===== src/rtl/sar_pkg.sv =====
package sar_pkg;

  // register addresses
  localparam logic [1:0] ADDR_CTRL = 2'd0;
  localparam logic [1:0] ADDR_CFG  = 2'd1;
  localparam logic [1:0] ADDR_RHI  = 2'd2;
  localparam logic [1:0] ADDR_RLO  = 2'd3;

  // per-bit period source
  typedef enum logic [1:0] {
    PER_DIV_A = 2'b00,
    PER_DIV_B = 2'b01,
    PER_DIV_C = 2'b10,
    PER_SLOW  = 2'b11
  } per_sel_e;

  // place a right-aligned result of 'width' bits into a 16-bit pair
  function automatic logic [15:0] place_result(logic [15:0] value,
                                               int unsigned width,
                                               logic        right_just);
    if (right_just) return value;
    return value << (16 - width);
  endfunction

  function automatic int unsigned max3(int unsigned a, int unsigned b,
                                       int unsigned c);
    int unsigned m;
    m = (a > b) ? a : b;
    return (m > c) ? m : c;
  endfunction

endpackage


===== src/rtl/sar_period_gen.sv =====
module sar_period_gen
  import sar_pkg::*;
#(
  parameter int unsigned DIV_A = 2,
  parameter int unsigned DIV_B = 8,
  parameter int unsigned DIV_C = 32
) (
  input  logic     clk,
  input  logic     rst_n,
  input  logic     run,
  input  per_sel_e sel,
  input  logic     slow_tick,
  output logic     tick_o
);
  localparam int unsigned MAXD = max3(DIV_A, DIV_B, DIV_C);
  localparam int unsigned CW   = (MAXD > 2) ? $clog2(MAXD) : 1;

  logic [CW-1:0] cnt;
  logic [CW-1:0] lim_m1;

  always_comb begin
    case (sel)
      PER_DIV_A: lim_m1 = CW'(DIV_A - 1);
      PER_DIV_B: lim_m1 = CW'(DIV_B - 1);
      PER_DIV_C: lim_m1 = CW'(DIV_C - 1);
      default:   lim_m1 = CW'(DIV_C - 1);
    endcase
  end

  always_ff @(posedge clk) begin
    if (!rst_n)               cnt <= '0;
    else if (!run)            cnt <= '0;
    else if (cnt == lim_m1)   cnt <= '0;
    else                      cnt <= cnt + 1'b1;
  end

  assign tick_o = run & ((sel == PER_SLOW) ? slow_tick : (cnt == lim_m1));

endmodule


===== src/rtl/sar_search.sv =====
module sar_search #(
  parameter int unsigned RES  = 10,
  parameter int unsigned PRE  = 2,
  parameter int unsigned POST = 1
) (
  input  logic           clk,
  input  logic           rst_n,
  input  logic           start,
  input  logic           run,
  input  logic           tick,
  input  logic           cmp,
  output logic [RES-1:0] code_o,
  output logic           done_o,
  output logic [RES-1:0] result_o
);
  localparam int unsigned TOTAL = PRE + RES + POST;
  localparam int unsigned LAST  = TOTAL - 1;
  localparam int unsigned PW    = $clog2(TOTAL);

  logic [PW-1:0]  phase;
  logic [RES-1:0] acc;
  logic [RES-1:0] trial;

  // one-hot bit under test for the current phase, MSB first
  always_comb begin
    for (int i = 0; i < RES; i++) begin
      trial[i] = (int'(phase) == int'(PRE + RES - 1) - i);
    end
  end

  always_ff @(posedge clk) begin
    if (!rst_n) begin
      phase <= '0;
      acc   <= '0;
    end else if (start) begin
      phase <= '0;
      acc   <= '0;
    end else if (run && tick) begin
      phase <= phase + 1'b1;
      if (cmp) acc <= acc | trial;
    end
  end

  assign code_o   = run ? (acc | trial) : '0;
  assign done_o   = run && tick && (phase == PW'(LAST));
  assign result_o = acc;

endmodule


===== src/rtl/sar_seq_ctrl.sv =====
module sar_seq_ctrl
  import sar_pkg::*;
#(
  parameter int unsigned RES_BITS     = 10,
  parameter int unsigned DIV_A        = 2,
  parameter int unsigned DIV_B        = 8,
  parameter int unsigned DIV_C        = 32,
  parameter int unsigned PRE_PERIODS  = 2,
  parameter int unsigned POST_PERIODS = 1
) (
  input  logic                clk,
  input  logic                rst_n,
  input  logic                reg_wr,
  input  logic [1:0]          reg_addr,
  input  logic [7:0]          reg_wdata,
  output logic [7:0]          reg_rdata,
  input  logic                slow_tick,
  input  logic                cmp_in,
  output logic [2:0]          mux_sel,
  output logic [RES_BITS-1:0] dac_code,
  output logic                irq
);
  localparam int unsigned CHW = 3;

  // control fields
  logic           en_r;
  logic [CHW-1:0] ch_r;
  per_sel_e       per_r;
  logic           busy_r;
  logic [CHW-1:0] ch_lat;
  per_sel_e       per_lat;
  // configuration and results
  logic           fmt_r;
  logic           irq_r;
  logic [7:0]     res_hi;
  logic [7:0]     res_lo;

  // named events
  logic wr_ctrl, wr_cfg;
  logic start_evt, abort_evt, done_evt, done_commit, irq_clr;
  logic tick;
  logic [RES_BITS-1:0] result;
  logic [15:0]         placed;

  assign wr_ctrl     = reg_wr && (reg_addr == ADDR_CTRL);
  assign wr_cfg      = reg_wr && (reg_addr == ADDR_CFG);
  assign start_evt   = wr_ctrl && !busy_r && reg_wdata[2] && reg_wdata[0];
  assign abort_evt   = wr_ctrl && busy_r && !(reg_wdata[2] && reg_wdata[0]);
  assign done_commit = done_evt && !abort_evt;
  assign irq_clr     = wr_cfg && !reg_wdata[1];

  sar_period_gen #(
    .DIV_A(DIV_A), .DIV_B(DIV_B), .DIV_C(DIV_C)
  ) u_period (
    .clk      (clk),
    .rst_n    (rst_n),
    .run      (busy_r),
    .sel      (per_lat),
    .slow_tick(slow_tick),
    .tick_o   (tick)
  );

  sar_search #(
    .RES(RES_BITS), .PRE(PRE_PERIODS), .POST(POST_PERIODS)
  ) u_search (
    .clk     (clk),
    .rst_n   (rst_n),
    .start   (start_evt),
    .run     (busy_r),
    .tick    (tick),
    .cmp     (cmp_in),
    .code_o  (dac_code),
    .done_o  (done_evt),
    .result_o(result)
  );

  assign placed = place_result(16'(result), RES_BITS, fmt_r);

  always_ff @(posedge clk) begin
    if (!rst_n) begin
      en_r    <= 1'b0;
      ch_r    <= '0;
      per_r   <= PER_DIV_A;
      busy_r  <= 1'b0;
      ch_lat  <= '0;
      per_lat <= PER_DIV_A;
      fmt_r   <= 1'b0;
      irq_r   <= 1'b0;
      res_hi  <= '0;
      res_lo  <= '0;
    end else begin
      if (wr_ctrl) begin
        en_r  <= reg_wdata[0];
        ch_r  <= reg_wdata[5:3];
        per_r <= per_sel_e'(reg_wdata[7:6]);
      end
      if (start_evt) begin
        busy_r  <= 1'b1;
        ch_lat  <= reg_wdata[5:3];
        per_lat <= per_sel_e'(reg_wdata[7:6]);
      end else if (abort_evt || done_commit) begin
        busy_r  <= 1'b0;
      end
      if (wr_cfg) fmt_r <= reg_wdata[0];
      if (done_commit)  irq_r <= 1'b1;
      else if (irq_clr) irq_r <= 1'b0;
      if (done_commit) begin
        res_hi <= placed[15:8];
        res_lo <= placed[7:0];
      end
    end
  end

  assign mux_sel = busy_r ? ch_lat : ch_r;
  assign irq     = irq_r;

  always_comb begin
    case (reg_addr)
      ADDR_CTRL: reg_rdata = {per_r, ch_r, busy_r, 1'b0, en_r};
      ADDR_CFG:  reg_rdata = {6'b0, irq_r, fmt_r};
      ADDR_RHI:  reg_rdata = res_hi;
      default:   reg_rdata = res_lo;
    endcase
  end

endmodule


===== config.mk =====
export PLATFORM = sky130hd
export DESIGN_NAME = sar_seq_ctrl
export DESIGN_NICKNAME = d
export VERILOG_FILES = /design/src/rtl/sar_pkg.sv /design/src/rtl/sar_period_gen.sv /design/src/rtl/sar_search.sv /design/src/rtl/sar_seq_ctrl.sv
export SDC_FILE = /design/constraint.sdc
export NUM_CORES = 1
export LEC_CHECK = 0
export BUFFER_PORTS_ARGS = -buffer_cell sky130_fd_sc_hd__buf_2
export CORE_ASPECT_RATIO = 0.6
export CORE_MARGIN = 2
export CORE_UTILIZATION = 49
export CTS_BUF_LIST = sky130_fd_sc_hd__clkbuf_4
export DETAILED_ROUTE_END_ITERATION = 8
export GPL_ROUTABILITY_DRIVEN = 0
export PLACE_DENSITY_LB_ADDON = 0.05
export SLEW_MARGIN = 25
export SYNTH_ARGS = -nofsm -noshare
export SYNTH_HDL_FRONTEND = slang
export SYNTH_SLANG_ARGS = --single-unit
export TNS_END_PERCENT = 50

===== constraint.sdc =====
create_clock -name clk -period 4.1 [get_ports clk]
set_clock_uncertainty 0.2 [all_clocks]
set_input_delay 0.205 -clock clk [delete_from_list [all_inputs] [get_ports clk]]
set_output_delay 0.205 -clock clk [all_outputs]
set_load 0.005 [all_outputs]

Word-level counts from Yosys, hierarchy flattened
Cells that the tools add are included.
- add/subtract/negate cells: 2
- eq/ne operators: 16
- multiplexer cells: 12
- bitwise operators: 4
- reductions and logical operators: 24
- operator list (cell ; count):
    $eq A4 B4 Y1 const B ; 9
    $mux W16 ; 2
    $pmux W8 S3 ; 1
    $logic_and A1 B1 Y1 ; 12
    $mux W10 ; 1
    $or A10 B10 Y10 ; 1
    $pmux W5 S2 ; 1
    $eq A4 B3 Y1 const B ; 2
    $mux W1 ; 6
    $add A5 B1 Y5 const B ; 1
    $eq A5 B5 Y1 ; 1
    $add A4 B1 Y4 const B ; 1
    $eq A2 B1 Y1 const B ; 2
    $eq A2 B2 Y1 const B ; 2
    $logic_not A1 Y1 ; 4
    $logic_not A2 Y1 ; 2
    $reduce_bool A2 Y1 ; 2
    $mux W3 ; 1
    $reduce_or A3 Y1 ; 1
    $not A1 Y1 ; 2
    $reduce_and A2 Y1 ; 1
    $reduce_or A2 Y1 ; 1
    $and A1 B1 Y1 ; 1
    $logic_or A1 B1 Y1 ; 1
- flip-flop bits (word level): 49
- input port bits: 15
- output and inout port bits: 22
- word-level logic and storage cells: 71

Longest topological paths before layout
- depth in word-level cells: 11
- gate-level depth with buffers: 8
- gate-level depth less buffers: 6

Cells and area by module
From an unflattened synthesis, not the netlist that was laid out.
- cells, all modules: 290
- area total of the unflattened synthesis: 2493.6 um^2
- modules (own cells, without submodules) (module ; times used ; cells each ; area an instance (um^2) ; seq. area each (um^2)):
    sar_seq_ctrl ; 1 ; 173 ; 1525.2 ; 600.6
    sar_search ; 1 ; 86 ; 686.9 ; 280.3
    sar_period_gen ; 1 ; 31 ; 281.5 ; 100.1

Least setup slack after synthesis
No wires, ideal clock.
- path kind: input to register
- start: input reg_addr[1]
- end: register u_search.phase[3]
- library setup time: 121 ps
- arrival: 1568 ps
- data required time: 3779 ps
- setup slack: 2212 ps
- stages on the path: 7
- path buffers: 2
- cells stage by stage: or3b_1 buf_6 nor3_4 nand2b_1 buf_4 nor2_1 mux2_2
- word-level cells in the longest chain between the ends: 6
- RTL lines (element ; line ; text):
    from (decl) ; sar_seq_ctrl.sv:14 ; input logic [1:0] reg_addr,
    $logic_not A2 Y1 ; sar_seq_ctrl.sv:45 ; assign wr_ctrl = reg_wr && (reg_addr == ADDR_CTRL);
    $logic_and A1 B1 Y1 ; sar_seq_ctrl.sv:45 ;
    $logic_and A1 B1 Y1 (3 in series) ; sar_seq_ctrl.sv:47 ; assign start_evt = wr_ctrl && !busy_r && reg_wdata[2] && reg_wdata[0];
    $reduce_or A2 Y1 (no line) ; -- ;
    to (signal assigned) ; sar_search.sv:39 ; phase <= phase + 1'b1;
    to (decl) ; sar_search.sv:20 ; logic [PW-1:0] phase;
Every way passes these cells.
A chain may end at the register's enable or synchronous reset.

Worst setup path in the final report
- start: register busy_r
- end: register res_hi[3]
- word-level cells in the longest chain between the ends: 4
- elaborated cells on any way between the ends: 7
- classes of those cells: bitwise: 1; reduce/logical: 6
- RTL lines (element ; line ; text):
    from (decl) ; sar_seq_ctrl.sv:29 ; logic busy_r;
    from (signal assigned) ; sar_seq_ctrl.sv:84 ; busy_r <= 1'b0;
    from (signal assigned) ; sar_seq_ctrl.sv:98 ; busy_r <= 1'b1;
    from (signal assigned) ; sar_seq_ctrl.sv:102 ; busy_r <= 1'b0;
    $and A1 B1 Y1 or $logic_and A1 B1 Y1 (tied branches) ; sar_period_gen.sv:37, sar_seq_ctrl.sv:48 ;
    $logic_and A1 B1 Y1, on equally long branches ; sar_search.sv:45, sar_seq_ctrl.sv:48 ;
    $logic_and A1 B1 Y1 or $logic_not A1 Y1 (tied branches) ; sar_search.sv:45, sar_seq_ctrl.sv:49 ;
    $logic_and A1 B1 Y1 (*) ; sar_seq_ctrl.sv:49 ; assign done_commit = done_evt && !abort_evt;
    to (signal assigned) ; sar_seq_ctrl.sv:108 ; res_hi <= placed[15:8];
    to (decl) ; sar_seq_ctrl.sv:35 ; logic [7:0] res_hi;
Mark *: on every way between the ends. The rest lies on a longest branch, timed or not.

==> flow_metrics.py <==
metrics = {
    "worst_hold_path": {
        "hp-class": "input port to register",
    },
    "sta": {
        "fin_crit_ns": 2.52,
        "max_slew_margin_pct": 42.2,
        "maxSlewViolCount": 0,
        "final-hold-violation-count": 0,
        "setup_viol": 0,
        "finalCritPeriodShare_pct": 61.5,
        "rsz0062_at_grt": "false",
        "max_freq_mhz": 397,
        "fin_tns_setup_ns": 0,
        "worst_slew_pin_slew_ns": 0.866,
    },
    "detailed_routing": {
        "wire_per_inst_um": 15.4,
        "dr.pass1.iters": 4,
        "viasPerCell": 5.54,
        "vias": 2016,
        "routed_wl_mm": 5.61,
        "ant_nets": 0,
        "drc_errors": 0,
        "drt-initial-drc-count": 171,
    },
    "die": {
        "core_um2": 4710,
        "die_width_um": 95.4,
        "dieArea_um2": 5620,
        "die-height_um": 58.9,
        "start_util_pct": 52.2,
        "row_count": 19,
        "ios": 37,
    },
    "setup_path": {
        "required_ns": 4.15,
        "slowest_stage": "dfxtp_1",
        "cp_max_fo": 25,
        "crit_chain": "o211ai_1 -> o31ai_4 -> buf_4 -> nand2_2 -> mux2i_1",
        "worst-endpoint-arrival_ns": 2.57,
        "path_class": "register to register",
        "endpoint_kind": "register",
        "start_kind": "register",
        "max_stage_delay_ns": 0.91,
    },
    "finish": {
        "layout.cells.non_filler": 364,
        "area_growth_pct": 10.8,
        "seqCellArea_um2": 981,
        "diodes": 0,
        "final_net_count": 320,
        "fill_cells": 425,
        "multiInputGateArea_um2": 1330,
        "layout-drive-gt1-share_pct": 19.9,
        "utilization_pct": 57.9,
    },
    "clocking": {
        "cts.sinks": 49,
        "cts_tree": "yes",
        "clkLatencyLatePin_ns": 0.36,
        "clkTransAtPathRegs_ns": 0.14,
        "htree_num_levels": 2,
        "numCtsBuffers": 5,
        "cts-root-buf": "clkbuf_4",
        "cts_buffer_depth": 2,
    },
    "yosys": {
        "synth_cells": 268,
        "synth.cell_area_um2": 2460,
        "synth_area_per_cell_um2": 9.17,
        "synth_edf_count": 0,
        "synth.distinct_cells": 43,
        "synth_compound_area_share_pct": 16.4,
        "synthArstFlopShare_pct": 0,
        "yosysWarningCount": 0,
        "synthXorXnorAreaFrac_pct": 1.42,
        "synth-seq-cells": 49,
        "ys.flop_type": "dfxtp_1",
        "synth_fa_ha_area_share_pct": 2.54,
        "synthSimpleGateAreaFrac_pct": 18.5,
        "synth_mux_area_share_pct": 15.3,
        "ys_seq_area_share_pct": 39.9,
        "synth_nets": 288,
        "synth_top_family_by_area": "simple AND/OR/NAND/NOR gates",
    },
    "run": {
        "cap_violations": 0,
    },
    "grt": {
        "antenna_found_initial": 0,
        "met1_usage_pct": 34.8,
        "use_met3_pct": 4.99,
        "track_usage_pct": 21.3,
        "gr-usage-met2_pct": 27.2,
        "overflow": 0,
        "busiest_layer": "met1",
        "grt_pass1_wl_mm": 9.09,
        "grt_pass1_vias": 1765,
        "grt_start_max_net_pins": 29,
    },
    "power": {
        "p_leak_nw": 1.08,
        "peakVddDrop_mv": 0.181,
        "power_density_nw_per_um2": 272,
    },
    "place": {
        "dp.cells": 349,
        "portBuffers": 36,
        "dp_hpwl_mm": 4.07,
    },
    "status": {
        "status": "complete, no violations",
    },
}
[through the flow]
| stage | total power (W) | setup slack [ns] | hold WS (ns) | cell area (um2) |
|---|---|---|---|---|
| after floorplan | 0.000524 | 2.21 | 0.141 | 2460 |
| after global placement | 0.000538 | 1.62 | 0.247 | 2600 |
| after detailed placement | 0.000537 | 1.56 | 0.251 | 2600 |
| after CTS | 0.000749 | 1.61 | 0.00752 | 2720 |
| after global routing | 0.000774 | 1.41 | 0.0320 | 2720 |
| final | 0.000742 | 1.58 | 0.0251 | 2720 |
[layer usage]
layer / up-vias / wire [um]
li1: 1012 / -
met1: 934 / 2900
met2: 61 / 2210
met3: 9 / 415
met4: 0 / 82
met5: - / 0
[what timing repair did]
item | 4_1_cts | 5_1_grt
hold buffers | 7 | 0
hold endpoints to repair | 13 | 0
buffers inserted | 0 | 0
resized for setup | 0 | 0
[flip-flops by register name (all words and copies together), names as in the netlist]
register and cells:
en_r 1, res_lo 8, u_search.phase 4, fmt_r 1, res_hi 8, per_r 2
ch_lat 3, irq 1, ch_r 3, u_search.result_o 10, busy_r 1, per_lat 2
u_period.cnt 5
[Yosys cell counts, drive strengths merged, types with 2 or more instances]
library cell  count  area [um2]
xnor2             2        17.5
nand3b            6        45.0
inv               5        18.8
a22o              7        61.3
buf              12        93.8
nand4             2        12.5
nand2            31         119
o21a              2        15.0
mux2             11         124
xor2              2        17.5
a311oi            4        35.0
dfxtp            49         981
a31oi             3        33.8
mux2i            23         230
clkbuf            7        27.5
nand3            10        50.1
a41oi             9        78.8
a21oi            19        95.1
nor2b             9        56.3
ha                5        62.6
nor2             32         123
o21ai             3        15.0
and3              2        12.5
[cells in the final DEF, fill, tap and decap left out, types with 3 or more instances in the layout]
cell / Yosys / layout
a22o_1: 7 / 7
nand2_1: 30 / 30
nand3_1: 10 / 10
nor2_1: 31 / 31
nand3b_1: 6 / 6
o21ai_0: 3 / 3
nor2b_1: 9 / 9
a21oi_1: 19 / 19
clkbuf_4: 0 / 5
mux2i_1: 23 / 23
buf_2: 3 / 36
dfxtp_1: 49 / 49
ha_1: 5 / 5
a311oi_1: 4 / 4
clkinv_1: 1 / 3
dlygate4sd3_1: 0 / 7
a41oi_1: 9 / 9
mux2_2: 11 / 11
inv_1: 5 / 5
[worst paths after layout]
path                            start                           endpoint  slack [ns]  cells after the start
hold reg to reg     en_r$_SDFFE_PN0P_                  en_r$_SDFFE_PN0P_        0.27                      2
setup / recovery  busy_r$_SDFFE_PN0P_             res_hi[3]$_SDFFE_PN0P_        1.58                      5
hold / removal                 cmp_in  u_search.result_o[8]$_SDFFE_PP0P_        0.03                      3
setup reg to reg  busy_r$_SDFFE_PN0P_             res_hi[3]$_SDFFE_PN0P_        1.58                      5
[power breakdown]
group | internal [W] | total (W) | switching (W)
Combinational | 0.0000197 | 0.0000480 | 0.0000283
Clock | 0.0000624 | 0.000209 | 0.000147
Sequential | 0.000479 | 0.000485 | 0.00000572
[cell families after synthesis]
group,after synthesis
and+or+nand+nor,96
buffers and inverters,25
adders and majority gates,5
muxes,35
xor gates and xnor gates,4
DFF,49
AOI/OAI and AO/OA,54
[worst max-delay path: cells and delay by family, from the launching register on]
family	cells	cell delay, ns
AOI/OAI and AO/OA	2	0.48
buffers and inverters	1	0.30
DFF	1	0.91
muxes	1	0.20
and+or+nand+nor	1	0.30
[area by class of cell]
class                   count  share of cell area (%)
clock buffers               5                    1.38
flip-flops and latches     49                    36.0
clock inverters             3                   0.459
well taps                  63                    2.89
repair buffers             44                    9.46
multi-input cells         194                    49.0
inverters                   6                   0.827
No activity file was read; power rests on OpenSTA's default activity.
